**src/rtl/pfs_pkg.sv**
```systemverilog
package pfs_pkg;
   typedef enum logic [2:0] {
      ST_SEL  = 3'd0,
      ST_RD   = 3'd1,
      ST_LOAD = 3'd2,
      ST_EXEC = 3'd3,
      ST_HALT = 3'd4
   } pfs_state_e;

   typedef enum logic [1:0] {
      SRC_IBR   = 2'd0,
      SRC_MBR_L = 2'd1,
      SRC_MBR_R = 2'd2
   } pfs_src_e;
endpackage

```
**src/rtl/pfs_range_chk.sv**
```systemverilog
module pfs_range_chk #(
   parameter int ADDR_W   = 12,
   parameter int MAX_ADDR = 999,
   parameter bit CHECK_EN = 1'b1
) (
   input  logic [ADDR_W-1:0] addr,
   output logic              bad
);
   localparam logic [ADDR_W-1:0] LIMIT = ADDR_W'(MAX_ADDR);

   generate
      if (CHECK_EN) begin : g_cmp
         assign bad = (addr > LIMIT);
      end else begin : g_off
         assign bad = 1'b0;
      end
   endgenerate
endmodule

```
**src/rtl/pfs_word_buf.sv**
```systemverilog
module pfs_word_buf #(
   parameter int INSTR_W = 20,
   parameter int SLOTS   = 2,
   localparam int WORD_W = INSTR_W * SLOTS
) (
   input  logic               clk,
   input  logic               rst_n,
   input  logic               cap_mbr,
   input  logic [WORD_W-1:0]  mbr_in,
   input  logic               hold_ibr,
   input  logic               drop_ibr,
   output logic [INSTR_W-1:0] left_instr,
   output logic [INSTR_W-1:0] right_instr,
   output logic [INSTR_W-1:0] ibr_instr,
   output logic               ibr_valid
);
   logic [WORD_W-1:0]  mbr_q;
   logic [INSTR_W-1:0] slot [SLOTS];

   always_ff @(posedge clk or negedge rst_n) begin
      if (!rst_n) mbr_q <= '0;
      else if (cap_mbr) mbr_q <= mbr_in;
   end

   // slot 0 is the low half (right-hand), the top slot is the left-hand one
   for (genvar s = 0; s < SLOTS; s++) begin : g_slot
      assign slot[s] = mbr_q[s*INSTR_W +: INSTR_W];
   end

   assign left_instr  = slot[SLOTS-1];
   assign right_instr = slot[0];

   always_ff @(posedge clk or negedge rst_n) begin
      if (!rst_n) begin
         ibr_instr <= '0;
         ibr_valid <= 1'b0;
      end else if (drop_ibr) begin
         ibr_valid <= 1'b0;
      end else if (hold_ibr) begin
         ibr_instr <= right_instr;
         ibr_valid <= 1'b1;
      end
   end

   a_r5_hold_after_load: assert property (@(posedge clk) disable iff (!rst_n)
      hold_ibr && !drop_ibr |=> ibr_valid && ibr_instr == $past(right_instr));
endmodule

```
**src/rtl/pfs_dec_regs.sv**
```systemverilog
module pfs_dec_regs import pfs_pkg::*; #(
   parameter int OP_W   = 8,
   parameter int ADDR_W = 12,
   localparam int INSTR_W = OP_W + ADDR_W
) (
   input  logic               clk,
   input  logic               rst_n,
   input  logic               load,
   input  pfs_src_e           src,
   input  logic [INSTR_W-1:0] ibr_instr,
   input  logic [INSTR_W-1:0] left_instr,
   input  logic [INSTR_W-1:0] right_instr,
   output logic [OP_W-1:0]    ir_q,
   output logic [ADDR_W-1:0]  mar_q
);
   logic [INSTR_W-1:0] pick;

   always_comb begin
      unique case (src)
         SRC_MBR_L: pick = left_instr;
         SRC_MBR_R: pick = right_instr;
         default:   pick = ibr_instr;
      endcase
   end

   always_ff @(posedge clk or negedge rst_n) begin
      if (!rst_n) begin
         ir_q  <= '0;
         mar_q <= '0;
      end else if (load) begin
         ir_q  <= pick[INSTR_W-1 -: OP_W];
         mar_q <= pick[ADDR_W-1:0];
      end
   end
endmodule

```
**src/rtl/pfs_seq_fsm.sv**
```systemverilog
module pfs_seq_fsm import pfs_pkg::*; #(
   parameter int ADDR_W   = 12,
   parameter int MAX_ADDR = 999,
   parameter bit CHECK_EN = 1'b1
) (
   input  logic              clk,
   input  logic              rst_n,
   input  logic              mem_rvalid,
   input  logic              exec_done,
   input  logic              br_taken,
   input  logic [ADDR_W-1:0] br_target,
   input  logic              br_right,
   input  logic              ibr_valid,
   input  logic              addr_bad,
   output logic [ADDR_W-1:0] pc,
   output logic              mem_req,
   output logic              cap_mbr,
   output logic              load_ir,
   output pfs_src_e          load_src,
   output logic              hold_ibr,
   output logic              drop_ibr,
   output logic              exec_valid,
   output logic              halted
);
   pfs_state_e state, nxt;
   logic       start_right;
   logic       pc_inc, pc_load, sr_clr;

   always_comb begin
      nxt      = state;
      mem_req  = 1'b0;
      cap_mbr  = 1'b0;
      load_ir  = 1'b0;
      load_src = SRC_IBR;
      hold_ibr = 1'b0;
      drop_ibr = 1'b0;
      pc_inc   = 1'b0;
      pc_load  = 1'b0;
      sr_clr   = 1'b0;
      unique case (state)
         ST_SEL: begin
            if (ibr_valid) begin
               load_ir  = 1'b1;
               drop_ibr = 1'b1;
               pc_inc   = 1'b1;
               nxt      = ST_EXEC;
            end else if (addr_bad) begin
               nxt = ST_HALT;
            end else begin
               nxt = ST_RD;
            end
         end
         ST_RD: begin
            mem_req = 1'b1;
            if (mem_rvalid) begin
               cap_mbr = 1'b1;
               nxt     = ST_LOAD;
            end
         end
         ST_LOAD: begin
            load_ir = 1'b1;
            if (start_right) begin
               load_src = SRC_MBR_R;
               pc_inc   = 1'b1;
               sr_clr   = 1'b1;
            end else begin
               load_src = SRC_MBR_L;
               hold_ibr = 1'b1;
            end
            nxt = ST_EXEC;
         end
         ST_EXEC: begin
            if (exec_done) begin
               if (br_taken) begin
                  pc_load  = 1'b1;
                  drop_ibr = 1'b1;
               end
               nxt = ST_SEL;
            end
         end
         default: nxt = ST_HALT;
      endcase
   end

   assign exec_valid = (state == ST_EXEC);
   assign halted     = (state == ST_HALT);

   always_ff @(posedge clk or negedge rst_n) begin
      if (!rst_n) begin
         state       <= ST_SEL;
         pc          <= '0;
         start_right <= 1'b0;
      end else begin
         state <= nxt;
         if (pc_load)     pc <= br_target;
         else if (pc_inc) pc <= pc + 1'b1;
         if (pc_load)     start_right <= br_right;
         else if (sr_clr) start_right <= 1'b0;
      end
   end

   a_r4_req_holds: assert property (@(posedge clk) disable iff (!rst_n)
      mem_req && !mem_rvalid |=> mem_req && $stable(pc));

   a_r8_halt_sticky: assert property (@(posedge clk) disable iff (!rst_n)
      halted |=> halted && !mem_req && !exec_valid);

   generate
      if (CHECK_EN) begin : g_rng_chk
         a_r8_req_in_range: assert property (@(posedge clk) disable iff (!rst_n)
            mem_req |-> pc <= ADDR_W'(MAX_ADDR));
      end
   endgenerate
endmodule

```
**src/rtl/pair_fetch_seq.sv**
```systemverilog
module pair_fetch_seq import pfs_pkg::*; #(
   parameter int OP_W     = 8,
   parameter int ADDR_W   = 12,
   parameter int SLOTS    = 2,
   parameter int WORD_W   = 40,
   parameter int MAX_ADDR = 999,
   parameter bit CHECK_EN = 1'b1
) (
   input  logic              clk,
   input  logic              rst_n,
   output logic              mem_req,
   output logic [ADDR_W-1:0] mem_addr,
   input  logic              mem_rvalid,
   input  logic [WORD_W-1:0] mem_rdata,
   output logic [OP_W-1:0]   ir_op,
   output logic [ADDR_W-1:0] mar_addr,
   output logic              exec_valid,
   input  logic              exec_done,
   input  logic              br_taken,
   input  logic [ADDR_W-1:0] br_target,
   input  logic              br_right,
   output logic              halted
);
   localparam int INSTR_W = OP_W + ADDR_W;

   initial begin
      a_cfg_word: assert (WORD_W == INSTR_W * SLOTS)
         else $error("word width must hold exactly the instruction slots");
      a_cfg_slots: assert (SLOTS == 2)
         else $error("sequencer issues a left and a right slot only");
      a_cfg_limit: assert (MAX_ADDR < (1 << ADDR_W))
         else $error("address limit exceeds address width");
   end

   logic               cap_mbr, load_ir, hold_ibr, drop_ibr, ibr_valid, addr_bad;
   pfs_src_e           load_src;
   logic [INSTR_W-1:0] left_instr, right_instr, ibr_instr;
   logic [ADDR_W-1:0]  pc;

   pfs_seq_fsm #(.ADDR_W(ADDR_W), .MAX_ADDR(MAX_ADDR), .CHECK_EN(CHECK_EN)) fsm_i (
      .clk(clk), .rst_n(rst_n), .mem_rvalid(mem_rvalid), .exec_done(exec_done),
      .br_taken(br_taken), .br_target(br_target), .br_right(br_right),
      .ibr_valid(ibr_valid), .addr_bad(addr_bad), .pc(pc), .mem_req(mem_req),
      .cap_mbr(cap_mbr), .load_ir(load_ir), .load_src(load_src),
      .hold_ibr(hold_ibr), .drop_ibr(drop_ibr), .exec_valid(exec_valid),
      .halted(halted)
   );

   pfs_range_chk #(.ADDR_W(ADDR_W), .MAX_ADDR(MAX_ADDR), .CHECK_EN(CHECK_EN)) rng_i (
      .addr(pc), .bad(addr_bad)
   );

   pfs_word_buf #(.INSTR_W(INSTR_W), .SLOTS(SLOTS)) buf_i (
      .clk(clk), .rst_n(rst_n), .cap_mbr(cap_mbr), .mbr_in(mem_rdata),
      .hold_ibr(hold_ibr), .drop_ibr(drop_ibr), .left_instr(left_instr),
      .right_instr(right_instr), .ibr_instr(ibr_instr), .ibr_valid(ibr_valid)
   );

   pfs_dec_regs #(.OP_W(OP_W), .ADDR_W(ADDR_W)) dec_i (
      .clk(clk), .rst_n(rst_n), .load(load_ir), .src(load_src),
      .ibr_instr(ibr_instr), .left_instr(left_instr), .right_instr(right_instr),
      .ir_q(ir_op), .mar_q(mar_addr)
   );

   assign mem_addr = pc;

   a_r3_instr_stable: assert property (@(posedge clk) disable iff (!rst_n)
      exec_valid && !exec_done |=> exec_valid && $stable(ir_op) && $stable(mar_addr));

   a_r5_no_req_with_buf: assert property (@(posedge clk) disable iff (!rst_n)
      ibr_valid |-> !mem_req);

   a_r9_idle_done_ignored: assert property (@(posedge clk) disable iff (!rst_n)
      mem_req && !mem_rvalid |=> !exec_valid);
endmodule

```
**config.mk**
```make
export PLATFORM = sky130hd
export DESIGN_NAME = pair_fetch_seq
export DESIGN_NICKNAME = d
export VERILOG_FILES = /design/src/rtl/pfs_pkg.sv /design/src/rtl/pfs_range_chk.sv /design/src/rtl/pfs_word_buf.sv /design/src/rtl/pfs_dec_regs.sv /design/src/rtl/pfs_seq_fsm.sv /design/src/rtl/pair_fetch_seq.sv
export SDC_FILE = /design/constraint.sdc
export NUM_CORES = 1
export LEC_CHECK = 0
export ABC_AREA = 1
export ABC_CLOCK_PERIOD_IN_PS = 3700
export BUFFER_PORTS_ARGS = -buffer_cell sky130_fd_sc_hd__buf_2
export CORE_ASPECT_RATIO = 0.7
export CORE_MARGIN = 3
export CORE_UTILIZATION = 35
export CTS_BUF_LIST = sky130_fd_sc_hd__clkbuf_8
export DETAILED_ROUTE_END_ITERATION = 16
export PLACE_DENSITY = 0.53
export SETUP_SLACK_MARGIN = 0.15
export SKIP_LAST_GASP = 1
export SLEW_MARGIN = 20
export SYNTH_ARGS = -nofsm -noshare
export SYNTH_HDL_FRONTEND = slang
export SYNTH_SLANG_ARGS = --single-unit
```
**constraint.sdc**
```tcl
create_clock -name clk -period 3.7 [get_ports clk]
set_input_delay 0.74 -clock clk [delete_from_list [all_inputs] [get_ports clk]]
set_output_delay 0.74 -clock clk [all_outputs]
set_load 0.01 [all_outputs]
```
==> key figures <==
Place
  • Pre-CTS WS: 1.31 ns
  • Final HPWL DP: 8.01 mm
  • Port Buffer Count: 92
  • Placed cells: 776
  • Routability cong.: 0.789

Floorplan
  • Core area: 12100 um2
  • IO Count: 93
  • Row Count: 33
  • Die area: 14300 um2
  • Die Width: 141 um
  • Initial Util: 37.1%
  • Die Height: 101 um

Logic synthesis
  • Syn Area/Cell: 8.16 um2
  • Syn nets: 610
  • Simple-gate share of the synthesized area: 27.4%
  • Library cells used by synthesis: 26
  • Cell count after synthesis: 551
  • Seq cells post-synth: 97
  • Synth Area in Compound Gates: 11.2%
  • Largest family of logic cells by synthesized area: simple AND/OR/NAND/NOR gates
  • Mux cell area share after synthesis: 0%
  • Cell area after synthesis: 4490 um2
  • Post-synthesis xor/xnor area fraction: 0%
  • Post-synthesis adder-cell area fraction: 0.278%
  • Sequential element share of the synthesized area: 54.0%
  • Yosys warnings: 0

Pwr
  • Peak VDD IR: 273 uV
  • Power, Total: 3800 uW
  • Pleak: 0.00269 uW
  • PD cells: 719 nW/um2

Critical path
  • CP Cell Sequence: inv_1, nor2_1, nand2_1, inv_2, buf_2
  • CP Buf/Inv Count: 3
  • CP Depth: 5
  • CP required: 2.96 ns
  • CP startpoint kind: flip-flop
  • Reg2Reg Depth: 5
  • Worst path top cell family by delay: buffers and inverters
  • Max stage delay on crit path: 0.45 ns
  • CP Data Arrival Time: 1.66 ns
  • Crit path kind: flip-flop to output port
  • Crit-path slowest cell: dfrtp_1
  • Setup crit end kind: output port
  • Largest fanout on the critical path: 22

Timing
  • RSZ-0062 raised after global routing: no
  • Actual slew at the worst max-slew pin: 0.848 ns
  • Highest Clock Rate: 0.416 GHz
  • Fin. Hold Viols: 0
  • Final TNS setup: 0 ns
  • Final min period: 2.40 ns
  • Clock Skew: 0.00917 ns
  • Fin. max-slew vios: 0
  • Final period utilization: 64.9%
  • Max-slew headroom: 43.3%
  • Setup ws final: 1.30 ns
  • Final setup fails: 0

Run
  • Max-cap violations: 0

Status
  • Status: finished, final reports clean

Clock tree
  • Clock tree buffer depth: 2
  • CTS Sinks: 97
  • H-tree depth: 3
  • CTS buffer count: 9
  • Root buffer cell: clkbuf_8
  • Worst-path clk slew: 0.09 ns
  • Worst skew pair latency: 0.37 ns
  • CTS resizes: 0
  • CTS tree: built
  • Post-CTS Hold Buffers: 0
  • Post-CTS setup buffers: 0

Detailed routing
  • Via count: 3794
  • Final WL: 11.9 mm
  • Avg Vias per Cell: 4.79
  • ANT nets after route: 0
  • # DRC: 0
  • DR pass1 iterations: 4
  • 1st-iter DRT viols: 221
  • Wire length per cell: 15.0 um

Finish
  • Fraction of layout cells with a size suffix above 1: 19.5%
  • Fillcell total: 1286
  • Sequential cell area: 2430 um2
  • Most common cell after layout, fill and taps aside: nand2_1
  • P&R area growth vs syn: 17.7%
  • Most frequent cells in the layout: 148 x nand2_1, 97 x dfrtp_1, 91 x buf_2
  • Ant. Diodes: 0
  • Area of the multi-input gates: 1750 um2
  • Post-layout util: 43.7%
  • Non-Filler Instances: 792
  • Nets: 689

Global route
  • First-pass GRT wire length: 19.7 mm
  • Largest net degree at the start of global routing: 61
  • Initial antenna violation count: 0
  • Number of global-route vias before repair: 3845
  • Total track usage: 17.6%
  • GRT overflow: 0

Hold path
  • HP Class: input port to async pin
where the power goes:
group / internal [uW] / switching (uW)
Sequential: 1540 / 346
Clock: 471 / 385
Combinational: 449 / 610
Total: 2460 / 1340
state kept, by name, indices dropped and copies added (netlist names):
signal	cells
fsm_i.pc	12
fsm_i.state	3
buf_i.ibr_instr	20
dec_i.ir_q	8
buf_i.mbr_q	40
buf_i.ibr_valid	1
dec_i.mar_q	12
fsm_i.start_right	1
synthesized netlist by cell type:
| library cell | count | share of area (%) |
|---|---|---|
| nand2_1 | 148 | 12 |
| dfrtp_1 | 97 | 54 |
| nand3_1 | 62 | 6.9 |
| nor2_1 | 57 | 4.8 |
| inv_1 | 41 | 3.4 |
| o21ai_0 | 40 | 4.5 |
| a21oi_1 | 20 | 2.2 |
| a31oi_1 | 20 | 2.8 |
| buf_2 | 13 | 1.4 |
| clkbuf_1 | 11 | 0.92 |
| o21ai_1 | 8 | 0.89 |
| or2_0 | 7 | 0.97 |
| buf_6 | 3 | 0.75 |
| inv_2 | 3 | 0.25 |
| nand2_2 | 3 | 0.42 |
| nand3b_1 | 3 | 0.50 |
| buf_4 | 2 | 0.33 |
| nand3_2 | 2 | 0.45 |
| nand4_1 | 2 | 0.28 |
| o21a_1 | 2 | 0.33 |
| o31ai_1 | 2 | 0.33 |
| a21boi_0 | 1 | 0.17 |
| ha_1 | 1 | 0.28 |
| nor2_4 | 1 | 0.25 |
| nor3_4 | 1 | 0.36 |
| or2_2 | 1 | 0.14 |
metrics by stage:
step | cell area [um2] | hold slack (ns)
after detailed placement | 5040 | 0.459
after CTS | 5290 | 0.464
after global routing | 5290 | 0.500
after global placement | 5040 | 0.458
final | 5290 | 0.445
after floorplan | 4490 | 0.443
kinds of logic (layout without fill, tap and decap cells):
kind of cell | count (synthesis) | count (layout)
AOI/OAI and AO/OA | 93 | 93
adders and majority gates | 1 | 1
and+or+nand+nor | 287 | 287
buffers and inverters | 73 | 157
DFF | 97 | 97
layer usage:
metal | vias to the layer above | part of all wire (%) | GRT usage, %
met5 | - | 0 | 0
met4 | 0 | 1.0 | 4.28
met3 | 10 | 6.2 | 4.50
met2 | 95 | 44 | 27.3
met1 | 1745 | 49 | 25.0
li1 | 1944 | - | -
area by class of cell:
cell class	instances	share of cell area [%]
sequential	97	45.9
clock inverter	6	2.13
multi-input combinational	381	33.1
clock buffer	10	2.60
timing repair buffer	97	9.46
inverter	44	3.12
tap	157	3.71
worst paths after layout:
kind | start | end | slack [ns]
max | fsm_i.state[0]$_DFFE_PN0P_ | mem_req | 1.30
min | rst_n | dec_i.ir_q[0]$_DFFE_PN0P_ | 0.45
max reg2reg | fsm_i.state[0]$_DFFE_PN0P_ | dec_i.ir_q[6]$_DFFE_PN0P_ | 1.48
min reg2reg | buf_i.mbr_q[38]$_DFFE_PN0P_ | buf_i.mbr_q[38]$_DFFE_PN0P_ | 0.48
max in group asynchronous | rst_n | buf_i.ibr_instr[4]$_DFFE_PN0P_ | 2.47
min in group clk | buf_i.mbr_q[38]$_DFFE_PN0P_ | buf_i.mbr_q[38]$_DFFE_PN0P_ | 0.48
Power figures use the tool's default switching activity.
